--- config.mk ---
export PLATFORM = sky130hd
export DESIGN_NAME = store_fence_buffer
export DESIGN_NICKNAME = d
export VERILOG_FILES = /design/src/rtl/sfb_pkg.sv /design/src/rtl/sfb_queue.sv /design/src/rtl/sfb_fence.sv /design/src/rtl/sfb_port.sv /design/src/rtl/store_fence_buffer.sv
export SDC_FILE = /design/constraint.sdc
export NUM_CORES = 1
export LEC_CHECK = 0
export ABC_AREA = 1
export BUFFER_PORTS_ARGS = -buffer_cell sky130_fd_sc_hd__buf_2
export CAP_MARGIN = 20
export CORE_MARGIN = 2
export CORE_UTILIZATION = 25
export CTS_CLUSTER_DIAMETER = 200
export DETAILED_ROUTE_END_ITERATION = 10
export REMOVE_ABC_BUFFERS = 1
export SETUP_SLACK_MARGIN = 0.5
export SYNTH_ARGS = -nofsm -noshare
export SYNTH_HDL_FRONTEND = slang
export SYNTH_SLANG_ARGS = --single-unit
--- constraint.sdc ---
create_clock -name clk -period 4.9 [get_ports clk]
set_input_delay 0.245 -clock clk [delete_from_list [all_inputs] [get_ports clk]]
set_output_delay 0.245 -clock clk [all_outputs]
set_load 0.02 [all_outputs]
--- src/rtl/sfb_pkg.sv ---
package sfb_pkg;

    localparam int ADDR_W = 32;
    localparam int DATA_W = 32;

    typedef enum logic [1:0] {
        CH_IDLE = 2'd0,
        CH_REQ  = 2'd1,
        CH_WAIT = 2'd2
    } chan_state_t;

    typedef enum logic [1:0] {
        FN_FULL     = 2'b00,
        FN_STORE    = 2'b01,
        FN_LOAD     = 2'b10,
        FN_FULL_ALT = 2'b11
    } fence_kind_t;

    typedef struct packed {
        logic [ADDR_W-1:0] addr;
        logic [DATA_W-1:0] data;
    } wentry_t;

    function automatic logic fence_holds_store(fence_kind_t k);
        return k != FN_LOAD;
    endfunction

    function automatic logic fence_holds_load(fence_kind_t k);
        return k != FN_STORE;
    endfunction

    function automatic logic fence_is_full(fence_kind_t k);
        return (k == FN_FULL) || (k == FN_FULL_ALT);
    endfunction

    // request channel: idle -> presenting -> awaiting acknowledge -> idle
    function automatic chan_state_t chan_next(chan_state_t s, logic go,
                                              logic taken, logic ack);
        case (s)
            CH_IDLE: return go    ? CH_REQ  : CH_IDLE;
            CH_REQ:  return taken ? CH_WAIT : CH_REQ;
            CH_WAIT: return ack   ? CH_IDLE : CH_WAIT;
            default: return CH_IDLE;
        endcase
    endfunction

endpackage

--- src/rtl/sfb_queue.sv ---
module sfb_queue
    import sfb_pkg::*;
#(
    parameter int DEPTH = 4
) (
    input  logic              clk,
    input  logic              rst,
    input  logic              push,
    input  wentry_t           push_ent,
    input  logic              pop,
    input  logic [ADDR_W-1:0] cmp_addr,
    output wentry_t           head_ent,
    output logic [$clog2(DEPTH+1)-1:0] count,
    output logic              hit
);
    localparam int PW = (DEPTH > 1) ? $clog2(DEPTH) : 1;
    localparam int CW = $clog2(DEPTH + 1);

    wentry_t          slots [DEPTH];
    logic [DEPTH-1:0] vld;
    logic [DEPTH-1:0] match;
    logic [PW-1:0]    head_ptr;
    logic [PW-1:0]    tail_ptr;

    function automatic logic [PW-1:0] ptr_inc(logic [PW-1:0] p);
        return (p == PW'(DEPTH - 1)) ? '0 : p + PW'(1);
    endfunction

    // every slot compares in parallel; the slot retiring now is excluded
    for (genvar i = 0; i < DEPTH; i++) begin : g_cmp
        assign match[i] = vld[i] && (slots[i].addr == cmp_addr)
                          && !(pop && (head_ptr == PW'(i)));
    end

    assign hit      = |match;
    assign head_ent = slots[head_ptr];

    always_ff @(posedge clk) begin
        if (rst) begin
            vld      <= '0;
            head_ptr <= '0;
            tail_ptr <= '0;
            count    <= '0;
        end else begin
            if (push) begin
                slots[tail_ptr] <= push_ent;
                vld[tail_ptr]   <= 1'b1;
                tail_ptr        <= ptr_inc(tail_ptr);
            end
            if (pop) begin
                vld[head_ptr] <= 1'b0;
                head_ptr      <= ptr_inc(head_ptr);
            end
            count <= count + CW'(push) - CW'(pop);
        end
    end

endmodule

--- src/rtl/sfb_fence.sv ---
module sfb_fence
    import sfb_pkg::*;
(
    input  logic       clk,
    input  logic       rst,
    input  logic       fence_valid,
    input  logic [1:0] fence_kind,
    input  logic       buf_empty,
    input  logic       rd_idle,
    output logic       hold_wr,
    output logic       hold_rd,
    output logic       busy
);
    logic        pend_full, pend_store, pend_load;
    logic        set_full, set_store, set_load;
    fence_kind_t kind;

    assign kind      = fence_kind_t'(fence_kind);
    assign set_full  = fence_valid && fence_is_full(kind);
    assign set_store = fence_valid && fence_holds_store(kind) && !fence_is_full(kind);
    assign set_load  = fence_valid && fence_holds_load(kind) && !fence_is_full(kind);

    // a new fence wins over completion so it holds at least one cycle
    always_ff @(posedge clk) begin
        if (rst) begin
            pend_full  <= 1'b0;
            pend_store <= 1'b0;
            pend_load  <= 1'b0;
        end else begin
            pend_full  <= set_full  || (pend_full  && !(buf_empty && rd_idle));
            pend_store <= set_store || (pend_store && !buf_empty);
            pend_load  <= set_load  || (pend_load  && !rd_idle);
        end
    end

    assign hold_wr = pend_full || pend_store;
    assign hold_rd = pend_full || pend_load;
    assign busy    = pend_full || pend_store || pend_load;

endmodule

--- src/rtl/sfb_port.sv ---
module sfb_port
    import sfb_pkg::*;
(
    input  logic              clk,
    input  logic              rst,
    input  logic              have_entry,
    input  wentry_t           head_ent,
    input  logic              rd_valid,
    input  logic [ADDR_W-1:0] rd_addr,
    input  logic              rd_clear,
    input  logic              mem_req_ready,
    input  logic              mem_wr_ack,
    input  logic              mem_rd_ack,
    output logic              mem_req_valid,
    output logic              mem_req_write,
    output logic [ADDR_W-1:0] mem_req_addr,
    output logic [DATA_W-1:0] mem_req_wdata,
    output logic              retire,
    output logic              rd_idle,
    output logic              rd_done
);
    chan_state_t       wr_q, rd_q;
    logic              wr_go, rd_go;
    logic [ADDR_W-1:0] rd_addr_q;

    // drain wins when both channels could start together
    assign wr_go = have_entry && (wr_q == CH_IDLE) && (rd_q != CH_REQ);
    assign rd_go = rd_valid && (rd_q == CH_IDLE) && rd_clear
                   && !wr_go && (wr_q != CH_REQ);

    always_ff @(posedge clk) begin
        if (rst) begin
            wr_q      <= CH_IDLE;
            rd_q      <= CH_IDLE;
            rd_addr_q <= '0;
        end else begin
            wr_q <= chan_next(wr_q, wr_go, mem_req_ready, mem_wr_ack);
            rd_q <= chan_next(rd_q, rd_go, mem_req_ready, mem_rd_ack);
            if (rd_go) rd_addr_q <= rd_addr;
        end
    end

    assign mem_req_write = (wr_q == CH_REQ);
    assign mem_req_valid = mem_req_write || (rd_q == CH_REQ);
    assign mem_req_addr  = mem_req_write ? head_ent.addr : rd_addr_q;
    assign mem_req_wdata = mem_req_write ? head_ent.data : '0;
    assign retire        = (wr_q == CH_WAIT) && mem_wr_ack;
    assign rd_idle       = (rd_q == CH_IDLE);
    assign rd_done       = (rd_q == CH_WAIT) && mem_rd_ack;

endmodule

--- src/rtl/store_fence_buffer.sv ---
module store_fence_buffer
    import sfb_pkg::*;
#(
    parameter int DEPTH = 4
) (
    input  logic              clk,
    input  logic              rst,
    input  logic              strict_mode,
    input  logic              cpu_wr_valid,
    output logic              cpu_wr_ready,
    input  logic [ADDR_W-1:0] cpu_wr_addr,
    input  logic [DATA_W-1:0] cpu_wr_data,
    input  logic              cpu_rd_valid,
    input  logic [ADDR_W-1:0] cpu_rd_addr,
    output logic              cpu_rd_done,
    output logic [DATA_W-1:0] cpu_rd_data,
    input  logic              cpu_fence_valid,
    input  logic [1:0]        cpu_fence_kind,
    output logic              fence_busy,
    output logic              mem_req_valid,
    input  logic              mem_req_ready,
    output logic              mem_req_write,
    output logic [ADDR_W-1:0] mem_req_addr,
    output logic [DATA_W-1:0] mem_req_wdata,
    input  logic              mem_wr_ack,
    input  logic              mem_rd_ack,
    input  logic [DATA_W-1:0] mem_rd_data
);
    localparam int CW = $clog2(DEPTH + 1);

    logic [CW-1:0] count;
    logic          empty, hit, retire, rd_idle;
    logic          hold_wr, hold_rd, push, rd_clear;
    wentry_t       head_ent, push_ent;

    assign empty        = (count == '0);
    assign cpu_wr_ready = (count < CW'(DEPTH)) && !hold_wr && !(strict_mode && !empty);
    assign push         = cpu_wr_valid && cpu_wr_ready;
    assign push_ent     = '{addr: cpu_wr_addr, data: cpu_wr_data};
    assign rd_clear     = !hit && !hold_rd && !(strict_mode && !empty);
    assign cpu_rd_data  = mem_rd_data;

    sfb_queue #(.DEPTH(DEPTH)) u_queue (
        .clk      (clk),
        .rst      (rst),
        .push     (push),
        .push_ent (push_ent),
        .pop      (retire),
        .cmp_addr (cpu_rd_addr),
        .head_ent (head_ent),
        .count    (count),
        .hit      (hit)
    );

    sfb_fence u_fence (
        .clk         (clk),
        .rst         (rst),
        .fence_valid (cpu_fence_valid),
        .fence_kind  (cpu_fence_kind),
        .buf_empty   (empty),
        .rd_idle     (rd_idle),
        .hold_wr     (hold_wr),
        .hold_rd     (hold_rd),
        .busy        (fence_busy)
    );

    sfb_port u_port (
        .clk           (clk),
        .rst           (rst),
        .have_entry    (!empty),
        .head_ent      (head_ent),
        .rd_valid      (cpu_rd_valid),
        .rd_addr       (cpu_rd_addr),
        .rd_clear      (rd_clear),
        .mem_req_ready (mem_req_ready),
        .mem_wr_ack    (mem_wr_ack),
        .mem_rd_ack    (mem_rd_ack),
        .mem_req_valid (mem_req_valid),
        .mem_req_write (mem_req_write),
        .mem_req_addr  (mem_req_addr),
        .mem_req_wdata (mem_req_wdata),
        .retire        (retire),
        .rd_idle       (rd_idle),
        .rd_done       (cpu_rd_done)
    );

endmodule

# --- Word-level counts from Yosys, hierarchy flattened ---
# Memories as Yosys holds them, arrays and structs flattened. A register that Yosys moved wholly into a read port is not among the register bits.
# Index checks and enable logic that the tools add are counted.
# W data, S select, Z words.
totals:
  reg_bits: 50
  ramBits: 256
  output_inout_bits: 101
  word_cells: 127
  memories: 1
mem_list:
  columns: ["name", "words", "width", "read_ports", "rd_ports_with_merged_regs", "write_ports", "line_no", "rtl"]
  rows:
  - ["u_queue.slots", 4, 64, 5, 1, 1, "sfb_queue.sv:19", "wentry_t slots [DEPTH];"]
op_classes:
  addsub: 4
  magnitude_cmp: 5
  eq_ne: 17
  mux: 23
  n_bitwise: 3
  reduce_logical: 64
op_table:
  columns: ["op", "count"]
  rows:
  - ["$eq A32 B32 Y1", 4]
  - ["$mux W32", 2]
  - ["$logic_and A1 B1 Y1", 37]
  - ["$mux W2", 7]
  - ["$logic_not A1 Y1", 13]
  - ["$eq A2 B2 Y1 const B", 6]
  - ["$mux W4", 3]
  - ["$pmux W2 S3", 2]
  - ["$logic_not A2 Y1", 4]
  - ["$logic_or A1 B1 Y1", 8]
  - ["$mux W1", 7]
  - ["$eq A2 B1 Y1 const B", 3]
  - ["$lt A2 B3 Y1 const B", 2]
  - ["$ne A2 B1 Y1 const B", 3]
  - ["$add A2 B1 Y2 const B", 2]
  - ["$and A4 B4 Y4", 1]
  - ["$demux W1 S2", 2]
  - ["$ge A2 B1 Y1 const B", 2]
  - ["$not A4 Y4", 1]
  - ["$or A4 B4 Y4", 1]
  - ["$reduce_or A4 Y1", 1]
  - ["$add A3 B1 Y3", 1]
  - ["$logic_not A3 Y1", 1]
  - ["$lt A3 B3 Y1 const B", 1]
  - ["other kinds (2)", 2]

# --- Longest topological paths before layout ---
# Gate-level depths: netlist of run 1.
depth:
  depth_word: 14
  mapped_depth: 15
  depth_no_buf: 14

# --- Hierarchy ---
# Synthesis of run 1 repeated with hierarchy kept, for this count alone.
unflattened:
  hier_cells: 1677
  area_unflattened_um2: 14919.3
modules_own_cells:
  columns: ["mod", "n_inst", "cells_per_inst", "area_each_um2", "seq_area_each_um2"]
  rows:
  - ["sfb_queue", 1, 1189, 12130.4, 7947.6]
  - ["sfb_port", 1, 415, 2302.2, 720.7]
  - ["store_fence_buffer", 1, 45, 304.0, 0.0]
  - ["sfb_fence", 1, 28, 182.7, 60.1]

# --- Worst setup path after synthesis of run 1 ---
# No wires, ideal clock.
synth_path:
  path_kind: "flip-flop to flip-flop"
  from: "register u_queue.count[2]"
  to: "memory u_queue.slots[0][0] (netlist name) (enable)"
  setup_ns: 0.486
  arrival_time_ns: 4.288
  setup_slack_ns: 0.126
  path_stages_with_launch: 10
  path_buffers: 0
  synth_period_minus_slack_ns: 4.774
  cell_sequence: "dfxtp_1 nor2_1 nand2_1 nand2_1 inv_1 nor3_1 nand2_1 inv_1 nand2_1 nor2_1"
synth_between:
  elab_chain_cells: 9
  elab_cells_between_ends: 11
  cone_classes: "order compare: 1; mux: 3; reduce/logical: 7"
synth_rtl:
  columns: ["element", "line_no", "rtl"]
  rows:
  - ["from (decl)", "sfb_queue.sv:13", "output logic [$clog2(DEPTH+1)-1:0] count,"]
  - ["from (signal assigned)", "sfb_queue.sv:54", "count <= count + CW'(push) - CW'(pop);"]
  - ["parallel branches: the longest is 4 deep, another holds $lt A3 B3 Y1", null, null]
  - ["$logic_and A1 B1 Y1 *", "store_fence_buffer.sv:37", "assign cpu_wr_ready = (count < CW'(DEPTH)) && !hold_wr && !(strict_mode && !empty);"]
  - ["net cpu_wr_ready", "store_fence_buffer.sv:10", "output logic cpu_wr_ready,"]
  - ["$logic_and A1 B1 Y1 *", "store_fence_buffer.sv:38", "assign push = cpu_wr_valid && cpu_wr_ready;"]
  - ["net push", "store_fence_buffer.sv:33", "logic hold_wr, hold_rd, push, rd_clear;"]
  - ["$mux W1 *", "sfb_queue.sv:45", "if (push) begin"]
  - ["$mux W1 *", "sfb_queue.sv:39", "if (rst) begin"]
  - ["$mux W1 (not written as such) *", "sfb_queue.sv:46", "slots[tail_ptr] <= push_ent;"]
  - ["to (decl)", "sfb_queue.sv:19", null]
# Mark *: on every way through the listed nets, which the timed path passes.

# --- Worst setup path in the final report of run 1 ---
layout_path:
  from: "register u_port.wr_q[1]"
  to: "output mem_req_addr[17]"
layout_between:
  elab_chain_cells: 2
layout_rtl:
  columns: ["element", "line_no", "rtl"]
  rows:
  - ["from (decl)", "sfb_port.sv:22", "chan_state_t wr_q, rd_q;"]
  - ["from (signal assigned)", "sfb_port.sv:37", "wr_q <= chan_next(wr_q, wr_go, mem_req_ready, mem_wr_ack);"]
  - ["$eq A2 B1 Y1", "sfb_port.sv:43", "assign mem_req_write = (wr_q == CH_REQ);"]
  - ["$mux W32", "sfb_port.sv:45", "assign mem_req_addr = mem_req_write ? head_ent.addr : rd_addr_q;"]
  - ["to (decl)", "store_fence_buffer.sv:23", "output logic [ADDR_W-1:0] mem_req_addr,"]
# No other way between the ends.

==> summary.txt, run 1 <==
Status
  – Run status: finished, final reports clean

Clocking
  – Clock sink total: just over 300
  – Skew-Pair Late Insertion Delay: 0.54 ns
  – Total clock buffers created by CTS: 35
  – Root Buffer Master: sky130_fd_sc_hd__clkbuf_16
  – CTS Hold Buffers Added: 67
  – Buffers inserted by post-CTS timing repair: 0
  – Clock-pin slew of the registers on the worst-case setup and hold paths: approximately 0.050 ns
  – CTS tree: done
  – H-tree depth: 2
  – Maximum buffer depth of the clock tree: 3
  – Post_cts resized: 0

Final layout
  – Share of final-layout standard cells stronger than drive strength 1: 0.151
  – Final #Nets: 1909
  – Number of filler instances in the final layout: around 6000
  – Post-route cell area: 17800 µm²
  – Area used by sequential logic in the layout: roughly 8700 µm²
  – Synth-to-layout area growth: 22.2%
  – Area of combinational cells with multiple inputs: around 4700 µm²
  – Util after Layout: 0.309

Power and ir drop
  – Power dissipated by switching net loads: 2.99 mW
  – Fraction of power spent switching nets: 0.356
  – Worst supply voltage drop on vdd: 0.270 mV
  – Leakage power of the design: between 7 and 8 nW
  – Portion of total power attributed to sequential cells: 0.392
  – Internal power summed over all cells: 5.40 mW
  – Part of the power in the clock network: 0.311
  – Power density over the cells: 470 nW/µm²
  – Fraction of power consumed by combinational cells: 0.296
  – Total Power: 8.38 mW

Floorplan
  – Area of the die: 60300 µm²
  – Top-level port count: 240
  – Die Y: 246 µm
  – Initial Utilization: 0.253
  – Horizontal die dimension: 246 µm
  – Number of core rows: 88
  – Placeable core region: 57700 µm²

Timing
  – Maximum frequency from static timing analysis: around 290 MHz
  – Final critical path time including I/O delays and setup: 3.50 ns
  – Hold violation total from the final report: 0
  – Worst Max-Slew Pin Slew: 1.09 ns
  – PnR worst setup slack: approximately 1.4 ns
  – Final Hold Slack: 0.0452 ns
  – Worst max-slew margin expressed relative to the limit: 0.275
  – RSZ-0062 raised after global routing: false
  – Final setup viols: 0
  – Max Transition Viols Final: 0
  – Share of the cycle needed by the critical path after routing: 0.715
  – Setup Skew: between 0.015 and 0.02 ns

Yosys
  – Library cell with the largest summed area after synthesis: sky130_fd_sc_hd__edfxtp_1
  – Cell count after synthesis: 1569
  – Top cell type's share of synthesized area: 0.527
  – Number of storage elements in the synthesis netlist: 308
  – Library cells used by synthesis: 41
  – Area of the mapped netlist: about 15000 µm²
  – Average instance area after synthesis: between 9 and 10 µm²
  – Count of yosys warnings during synthesis: 0
  – Sequential-to-total area share from yosys stat: 0.598
  – Dominant cells by area after synthesis: sky130_fd_sc_hd__edfxtp_1 (53%), sky130_fd_sc_hd__nor2_1 (8.6%), sky130_fd_sc_hd__dfxtp_1 (7.1%)

Worst hold path
  – Hold path start: mem_wr_ack
  – Worst-case hold path end point: u_port.wr_q[1]$_SDFF_PP0_
  – Type of the worst min-delay path: in2reg
  – Number of stages on the worst hold path: 3

Setup path
  – End of the worst register-to-register path: u_queue.slots[3][32]$_DFFE_PP_
  – Standard cell with the maximum stage delay on the critical path: sky130_fd_sc_hd__inv_2
  – Critical path class: reg2out
  – Critical Path End Type: primary output
  – Highest net fanout along the worst path: 36
  – R2r worst-path depth: 10
  – Required time of the critical path: roughly 4.7 ns
  – Cells along the critical path: inv_2 > nand2_4 > inv_2 > buf_4 > nor2_1 > a31oi_1 > buf_2
  – Worst stage delay on the critical path: 0.71 ns
  – Most Frequent Cell on Critical Path: sky130_fd_sc_hd__inv_2
  – Critical path data arrival time: 3.26 ns
  – Critical R2R Launch: u_queue.count[2]$_SDFF_PP0_
  – Slack of the worst reg-to-reg path: 1.53 ns
  – Type of origin of the critical path: flip-flop

Detailed routing
  – Routed Wire Length: 45200 µm
  – Antenna-violating nets left: 0
  – Initial DRT Pass Iterations: 5
  – Remaining design rule violation count: 0
  – Detailed-route vias per instance: 4.51
  – Violation count after the first detailed-route iteration: 906
  – Via Count: around 12000
  – Post-DR wirelength/cell: about 18 µm

GRT
  – Initial antenna violation count: 13
  – Pin count of the biggest net entering global routing: 78
  – Wire length of the first global-routing pass: 67500 µm
  – Grt total ovfl: 0
  – Vias in the first global route: approximately 11000
  – Global-route usage over all layers: 0.146

Place
  – Total placed instance area: 16000 µm²
  – Hpwl dp: 29200 µm
  – Routability-driven placement congestion ratio: 0.815
  – Total of buffers placed on input and output ports: 175
  – Post-place setup slack: 1.45 ns

Run
  – Count of maximum capacitance violations: 0
-- synthesized netlist by cell type --
library cell               instances
sky130_fd_sc_hd__buf_1            10
sky130_fd_sc_hd__nor2_4            2
sky130_fd_sc_hd__nand3b_1          3
sky130_fd_sc_hd__nand2_4           1
sky130_fd_sc_hd__buf_6             6
sky130_fd_sc_hd__nor3b_1           1
sky130_fd_sc_hd__dfxtp_1          52
sky130_fd_sc_hd__o21ai_0         149
sky130_fd_sc_hd__clkinv_1          4
sky130_fd_sc_hd__inv_2            12
sky130_fd_sc_hd__a211oi_1          1
sky130_fd_sc_hd__a31oi_1          32
sky130_fd_sc_hd__nand4_1           9
sky130_fd_sc_hd__and3_1            1
sky130_fd_sc_hd__clkbuf_2          3
sky130_fd_sc_hd__nand2_1         235
sky130_fd_sc_hd__fa_1              1
sky130_fd_sc_hd__a21boi_1          2
sky130_fd_sc_hd__nor2_2            2
sky130_fd_sc_hd__edfxtp_1        256
sky130_fd_sc_hd__nor3_2            1
sky130_fd_sc_hd__nand2_2           1
sky130_fd_sc_hd__nor3_1            6
sky130_fd_sc_hd__o22ai_1          15
sky130_fd_sc_hd__or2_2             1
sky130_fd_sc_hd__nand3_4           1
sky130_fd_sc_hd__nand3_1          48
sky130_fd_sc_hd__xnor2_1          19
sky130_fd_sc_hd__buf_2             9
sky130_fd_sc_hd__a22oi_1           1
sky130_fd_sc_hd__ha_1             12
sky130_fd_sc_hd__o211ai_1          3
sky130_fd_sc_hd__inv_1           138
sky130_fd_sc_hd__buf_4            33
sky130_fd_sc_hd__a21oi_1          94
sky130_fd_sc_hd__o21ai_1           1
sky130_fd_sc_hd__a21boi_0          1
sky130_fd_sc_hd__xor2_1           23
sky130_fd_sc_hd__nor2_1          335
sky130_fd_sc_hd__clkbuf_1         44
sky130_fd_sc_hd__nand3_2           1
-- layer usage --
layer | vias up | global-route usage | part of all wire
met1 | 5412 | 0.185 | 0.43
met5 | - | 0.00245 | 0.0023
met3 | 77 | 0.0368 | 0.079
met4 | 14 | 0.0463 | 0.027
li1 | 5571 | - | -
met2 | 430 | 0.241 | 0.47
-- power groups by stage --
| stage | sequential (mW) | combinational [mW] | clock (mW) |
|---|---|---|---|
| CTS | 3.29 | 2.51 | 2.67 |
| global route | 3.32 | 2.73 | 2.77 |
| global placement | 3.34 | 2.44 | 0 |
| finish | 3.29 | 2.48 | 2.61 |
| floorplan | 3.33 | 1.45 | 0 |
| detailed placement | 3.35 | 2.46 | 0 |
-- metrics by stage --
step,std cells,TNS (ns)
floorplan,1464,-13.92
global placement,2415,0
detailed placement,2415,0
CTS,2546,0
global route,2551,0
finish,2551,0
-- cell families after synthesis --
kind of cell / count (synthesis) / share of synthesized area
buffers and inverters: 259 / 0.0792
adder cells (fa/ha/maj): 13 / 0.0117
AND/OR/NAND/NOR: 648 / 0.178
XOR/XNOR: 42 / 0.0252
flip-flops: 308 / 0.598
AO/OA/AOI/OAI: 299 / 0.108
-- layout make-up --
cell class                      count  share of cell area
Sequential cell                   308               0.489
Multi-Input combinational cell   1002               0.266
Timing Repair Buffer              256              0.0951
Tap cell                          765              0.0536
Clock buffer                       47              0.0522
Inverter                          154              0.0325
Clock inverter                     17              0.0111
Antenna cell                        2            0.000281
-- cells in the final DEF, fill, tap and decap left out, types with 32 or more instances in the layout --
cell,count
sky130_fd_sc_hd__a21oi_1,94
sky130_fd_sc_hd__a31oi_1,32
sky130_fd_sc_hd__edfxtp_1,256
sky130_fd_sc_hd__inv_1,137
sky130_fd_sc_hd__buf_2,175
sky130_fd_sc_hd__nand3_1,48
sky130_fd_sc_hd__clkbuf_16,35
sky130_fd_sc_hd__o21ai_0,149
sky130_fd_sc_hd__nor2_1,331
sky130_fd_sc_hd__dlygate4sd3_1,67
sky130_fd_sc_hd__nand2_1,235
sky130_fd_sc_hd__dfxtp_1,50
-- sequential cells by signal (all words and copies together), names as in the netlist, named ones only --
| name | count |
|---|---|
| u_port.rd_addr_q | 32 |
| u_queue.vld | 4 |
| u_queue.slots | 256 |
| u_port.rd_q | 2 |
| u_fence.pend_store | 1 |
| u_queue.tail_ptr | 2 |
| u_fence.pend_load | 1 |
| u_queue.head_ptr | 2 |
| u_queue.count | 3 |
| u_fence.pend_full | 1 |
| u_port.wr_q | 2 |
-- worst max-delay path by stage --
stage                                      startpoint                             end  slack [ns]  cells past startpoint
after floorplan                             flip-flop                mem_req_addr[28]       -0.45                      4
after global routing                        flip-flop                mem_req_addr[17]        1.12                      6
final                       u_port.wr_q[1]$_SDFF_PP0_                mem_req_addr[17]        1.40                      7
after detailed placement  u_queue.count[2]$_SDFF_PP0_  u_queue.slots[3][36]$_DFFE_PP_        1.45                     10
after global placement    u_queue.count[2]$_SDFF_PP0_  u_queue.slots[3][32]$_DFFE_PP_        1.41                     10
after CTS                                   flip-flop                mem_req_addr[16]        1.06                      5
-- worst max-delay path: cells and delay by family (launching register included) --
kind | cells | cell delay, ns
buffers and inverters | 4 | 1.57
AO/OA/AOI/OAI | 1 | 0.44
AND/OR/NAND/NOR | 2 | 0.35
flip-flops | 1 | 0.35
(Power assumes the default switching activity.)
==> run 2: changes to the inputs <==
--- a/config.mk
+++ b/config.mk
@@ -5,7 +5,7 @@
 export SDC_FILE = /design/constraint.sdc
 export NUM_CORES = 1
 export LEC_CHECK = 0
-export ABC_AREA = 1
+export ABC_AREA = 0
 export BUFFER_PORTS_ARGS = -buffer_cell sky130_fd_sc_hd__buf_2
 export CAP_MARGIN = 20
 export CORE_MARGIN = 2
==> constraint.sdc (replaced) <==
create_clock -name clk -period 3.4 [get_ports clk]
set_input_delay 0.17 -clock clk [delete_from_list [all_inputs] [get_ports clk]]
set_output_delay 0.17 -clock clk [all_outputs]
set_load 0.02 [all_outputs]
==> run 2 against run 1 <==
  * Clock skew is 0.0090 ns lower
  * Final cell count shrank 22%
  * Highest routed layer unchanged
  * Largest power group unchanged
  * Largest cell class unchanged
  * Worst hold slack better by 0.020 ns
  * Utilization rose by 0.69 points
  * Critical path depth decreased by 1
  * Worst setup slack got worse by 0.70 ns
==> summary.txt, run 2 <==
Detailed routing
  – Violation count after the first detailed-route iteration: 698 (-23%)
  – Via Count: 8574 (-25%)
  – Detailed-route vias per instance: 4.33 (-4.1%)
  – Post-DR wirelength/cell: 20.7 µm (+17%)
  – Antenna-violating nets left: 0 (unchanged)
  – Routed Wire Length: 41100 µm (-9.1%)
  – Initial DRT Pass Iterations: 5 (unchanged)
  – Remaining design rule violation count: 0 (unchanged)

Final layout
  – Highest-count cells in the layout ignoring fill and taps: sky130_fd_sc_hd__edfxtp_1 (256), sky130_fd_sc_hd__buf_2 (175), sky130_fd_sc_hd__xnor2_1 (122)
  – Flip-flop count of the largest register after layout: 256 (unchanged)
  – Final #Nets: 1350 (-29%)
  – Largest reg by FF count: u_queue.slots
  – Util after Layout: 0.316 (+0.00691)
  – Largest registers in the final layout: u_queue.slots: 256 flops, u_port.rd_addr_q: 32 flops, u_queue.vld: 4 flops
  – Number of filler instances in the final layout: 5681 (-5.4%)
  – Share of final-layout standard cells stronger than drive strength 1: 0.268 (+0.117)
  – Commonest non-fill, non-tap cell in the layout: sky130_fd_sc_hd__edfxtp_1
  – Non-filler cells, final: 1982 (-22%)
  – Synth-to-layout area growth: 25.7%

Yosys
  – Xor/xnor cell area share of the yosys netlist: 0.0811 (+0.0559)
  – Sequential-to-total area share from yosys stat: 0.618 (+0.0197)
  – Library cells used by synthesis: 46 (+12%)
  – Share of cell area taken by muxes after synthesis: 0.125 (+0.125)
  – Count of yosys warnings during synthesis: 0 (unchanged)
  – Top FF cell, synth: sky130_fd_sc_hd__edfxtp_1
  – Share of the synthesized area in compound gates (AO/OA/AOI/OAI): 0.0145 (-0.0934)
  – Post-Synth Adder-Cell Area: 0.0120 (+0.000384)
  – Top cell type's share of synthesized area: 0.544 (+0.0173)
  – Area of the mapped netlist: 14100 µm² (-3.2%)
  – Average instance area after synthesis: 14.6 µm² (+57%)
  – Leading post-synthesis cells by instance count: sky130_fd_sc_hd__edfxtp_1 (256), sky130_fd_sc_hd__xnor2_1 (122), sky130_fd_sc_hd__nand2_1 (105)
  – Most used standard cell by instance count after synthesis: sky130_fd_sc_hd__edfxtp_1
  – Share of synthesized cell area in and, or, nand and nor gates: 0.104 (-0.0742)
  – Cell count after synthesis: 967 (-38%)
  – Library cell with the largest summed area after synthesis: sky130_fd_sc_hd__edfxtp_1
  – Post-synth EDFFs: 256 (unchanged)
  – Async S/R FF share, synth: 0 (unchanged)
  – Dominant cells by area after synthesis: sky130_fd_sc_hd__edfxtp_1 (54%), sky130_fd_sc_hd__mux4_2 (10%), sky130_fd_sc_hd__xnor2_1 (7.6%)
  – Combinational family with the most area after synthesis: multiplexers
  – Number of storage elements in the synthesis netlist: 308 (unchanged)

GRT
  – Initial antenna violation count: 5 (-8)
  – Grt total ovfl: 0 (unchanged)
  – Global-route usage over all layers: 0.136 (-0.00997)
  – Vias in the first global route: 9036 (-20%)
  – Pin count of the biggest net entering global routing: 83 (+6.4%)
  – Wire length of the first global-routing pass: 59800 µm (-11%)

Floorplan
  – Placeable core region: 56200 µm² (-2.6%)
  – Area of the die: 58400 µm² (-3.1%)
  – Top-level port count: 240 (unchanged)
  – Number of core rows: 87 (-1.1%)
  – Initial Utilization: 0.252 (-0.00141)
  – Die Y: 242 µm (-1.6%)
  – Horizontal die dimension: 242 µm (-1.6%)

Timing
  – Hold violation total from the final report: 0 (unchanged)
  – Setup Skew: 0.00894 ns (-0.00905 ns)
  – Maximum frequency from static timing analysis: 371 MHz
  – Worst Max-Slew Pin Slew: 0.737 ns (-0.350 ns)
  – Share of the cycle needed by the critical path after routing: 0.793
  – Worst max-slew margin expressed relative to the limit: 0.509 (+0.233)
  – RSZ-0062 raised after global routing: false
  – Final setup viols: 0 (unchanged)
  – Final critical path time including I/O delays and setup: 2.70 ns
  – Max Transition Viols Final: 0 (unchanged)

Setup path
  – Crit path buf inv count: 1 (-3)
  – Critical Path End Type: flip-flop
  – Required time of the critical path: 3.67 ns (-0.99 ns)
  – Critical path data arrival time: 2.97 ns (-0.29 ns)
  – Worst stage delay on the critical path: 0.46 ns (-0.25 ns)
  – Cells along the critical path: or3_1 > a2111oi_4 > nand2_2 > nor2_2 > and2_4 > buf_4
  – Critical path class: reg2reg
  – Critical path's top delay family: simple AND/OR/NAND/NOR gates
  – Standard cell with the maximum stage delay on the critical path: sky130_fd_sc_hd__or3_1
  – Type of origin of the critical path: flip-flop
  – Highest net fanout along the worst path: 20 (-44%)

Clocking
  – Skew-Pair Late Insertion Delay: 0.57 ns (+0.03 ns)
  – CTS tree: done
  – Root Buffer Master: sky130_fd_sc_hd__clkbuf_16
  – Clock-pin slew of the registers on the worst-case setup and hold paths: 0.06 ns (about the same)
  – Maximum buffer depth of the clock tree: 3 (unchanged)
  – H-tree depth: 1 (-1)
  – Total clock buffers created by CTS: 31 (-11%)
  – Clock sink total: 308 (unchanged)

Worst hold path
  – Type of the worst min-delay path: in2reg

Place
  – Total of buffers placed on input and output ports: 175 (unchanged)
  – Routability-driven placement congestion ratio: 0.771 (-5.4%)
  – Hpwl dp: 29400 µm (+0.75%)
  – Number of placed instances with taps included: 1817 (-25%)

Power and ir drop
  – Leakage power of the design: 6.11 nW (-13%)
  – Worst supply voltage drop on vdd: 0.411 mV (+52%)
  – Power density over the cells: 605 nW/µm² (+29%)

Run
  – Count of maximum capacitance violations: 0 (unchanged)

Status
  – Run status: finished, final reports clean
run 2: changes by cell type after synthesis, moves of 19 or more:
| cell | previous run | this run |
|---|---|---|
| sky130_fd_sc_hd__inv_1 | 138 | 10 |
| sky130_fd_sc_hd__nor2_1 | 335 | 14 |
| sky130_fd_sc_hd__o21ai_0 | 149 | 1 |
| sky130_fd_sc_hd__a31oi_1 | 32 | 1 |
| sky130_fd_sc_hd__nand4_1 | 9 | 28 |
| sky130_fd_sc_hd__mux2i_1 | 0 | 32 |
| sky130_fd_sc_hd__nand3_1 | 48 | 7 |
| sky130_fd_sc_hd__a21oi_1 | 94 | 14 |
| sky130_fd_sc_hd__and2_1 | 0 | 36 |
| sky130_fd_sc_hd__nand2b_1 | 0 | 65 |
| sky130_fd_sc_hd__xnor2_1 | 19 | 122 |
| sky130_fd_sc_hd__mux4_2 | 0 | 64 |
| sky130_fd_sc_hd__nand2_1 | 235 | 105 |
run 2: metal layers:
| layer | track usage | vias up | share of wire |
|---|---|---|---|
| li1 | - | 3925 | - |
| met1 | 0.185 | 4346 | 0.45 |
| met2 | 0.223 | 264 | 0.47 |
| met3 | 0.0343 | 33 | 0.066 |
| met4 | 0.0178 | 6 | 0.0097 |
| met5 | 0.00245 | - | 0.00063 |
run 2: stage by stage:
| step | total power [mW] | setup TNS [ns] | area (µm²) | hold slack (ns) | worst slack (ns) |
|---|---|---|---|---|---|
| floorplan | 6.17 | -135.26 | 13500 | 0.237 | -0.434 |
| global placement | 7.24 | 0 | 15700 | 0.340 | 0.642 |
| detailed placement | 7.28 | 0 | 15700 | 0.340 | 0.633 |
| CTS | 10.8 | 0 | 17700 | 0.0514 | 0.508 |
| global route | 11.2 | 0 | 17800 | 0.0805 | 0.562 |
| finish | 10.7 | 0 | 17800 | 0.0649 | 0.702 |
run 2: final timing paths:
kind | startpoint | to | slack, ns | depth (start not counted)
max | u_queue.count[1]$_SDFF_PP0_ | u_queue.slots[0][42]$_DFFE_PP_ | 0.70 | 6
max reg2reg | u_queue.count[1]$_SDFF_PP0_ | u_queue.slots[0][42]$_DFFE_PP_ | 0.70 | 6
min reg2reg | u_port.rd_addr_q[12]$_SDFFE_PP0P_ | u_port.rd_addr_q[12]$_SDFFE_PP0P_ | 0.47 | 2
min | cpu_fence_kind[0] | u_fence.pend_load$_SDFF_PP0_ | 0.06 | 4
run 2: timing repair:
item / CTS / global route
hold endpoints to repair: 294 / 0
hold buffers: 102 / 0
setup buffers: 0 / 1
endpoints found under the setup margin: 0 / 162
resized for setup: 0 / 3
run 2: cell type report:
type / instances / area (µm²) / share of cell area
multi-input cells: 547 / 4800 / 0.270
diodes: 3 / 7.51 / 0.000423
flip-flops and latches: 308 / 8740 / 0.492
well taps: 756 / 946 / 0.0533
clock inverters: 15 / 178 / 0.0100
clock buffers: 43 / 841 / 0.0473
repair buffers: 299 / 2210 / 0.125
inverters: 11 / 41.3 / 0.00233
run 2: where the power goes:
| group | internal, mW | switching [mW] | leakage [nW] |
|---|---|---|---|
| registers | 4.41 | 0.171 | 2.74 |
| clock network | 2.03 | 1.44 | 0.498 |
| logic | 1.02 | 1.67 | 2.87 |
| total | 7.46 | 3.28 | 6.11 |
run 2: cell families (layout without fill, tap and decap cells):
family,after synthesis,count (layout)
AOI/OAI and AO/OA,28,28
DFF,308,308
buffers and inverters,113,368
other,0,3
adders and majority gates,13,13
and+or+nand+nor,278,279
xor gates and xnor gates,130,130
muxes,97,97
run 2: worst min-delay path: cells and delay by family:
| family | cells | cell delay [ns] |
|---|---|---|
| fa+ha+maj | 1 | 0.14 |
| buf+inv | 1 | 0.09 |
| compound gates | 1 | 0.06 |
| simple gates | 1 | 0.12 |
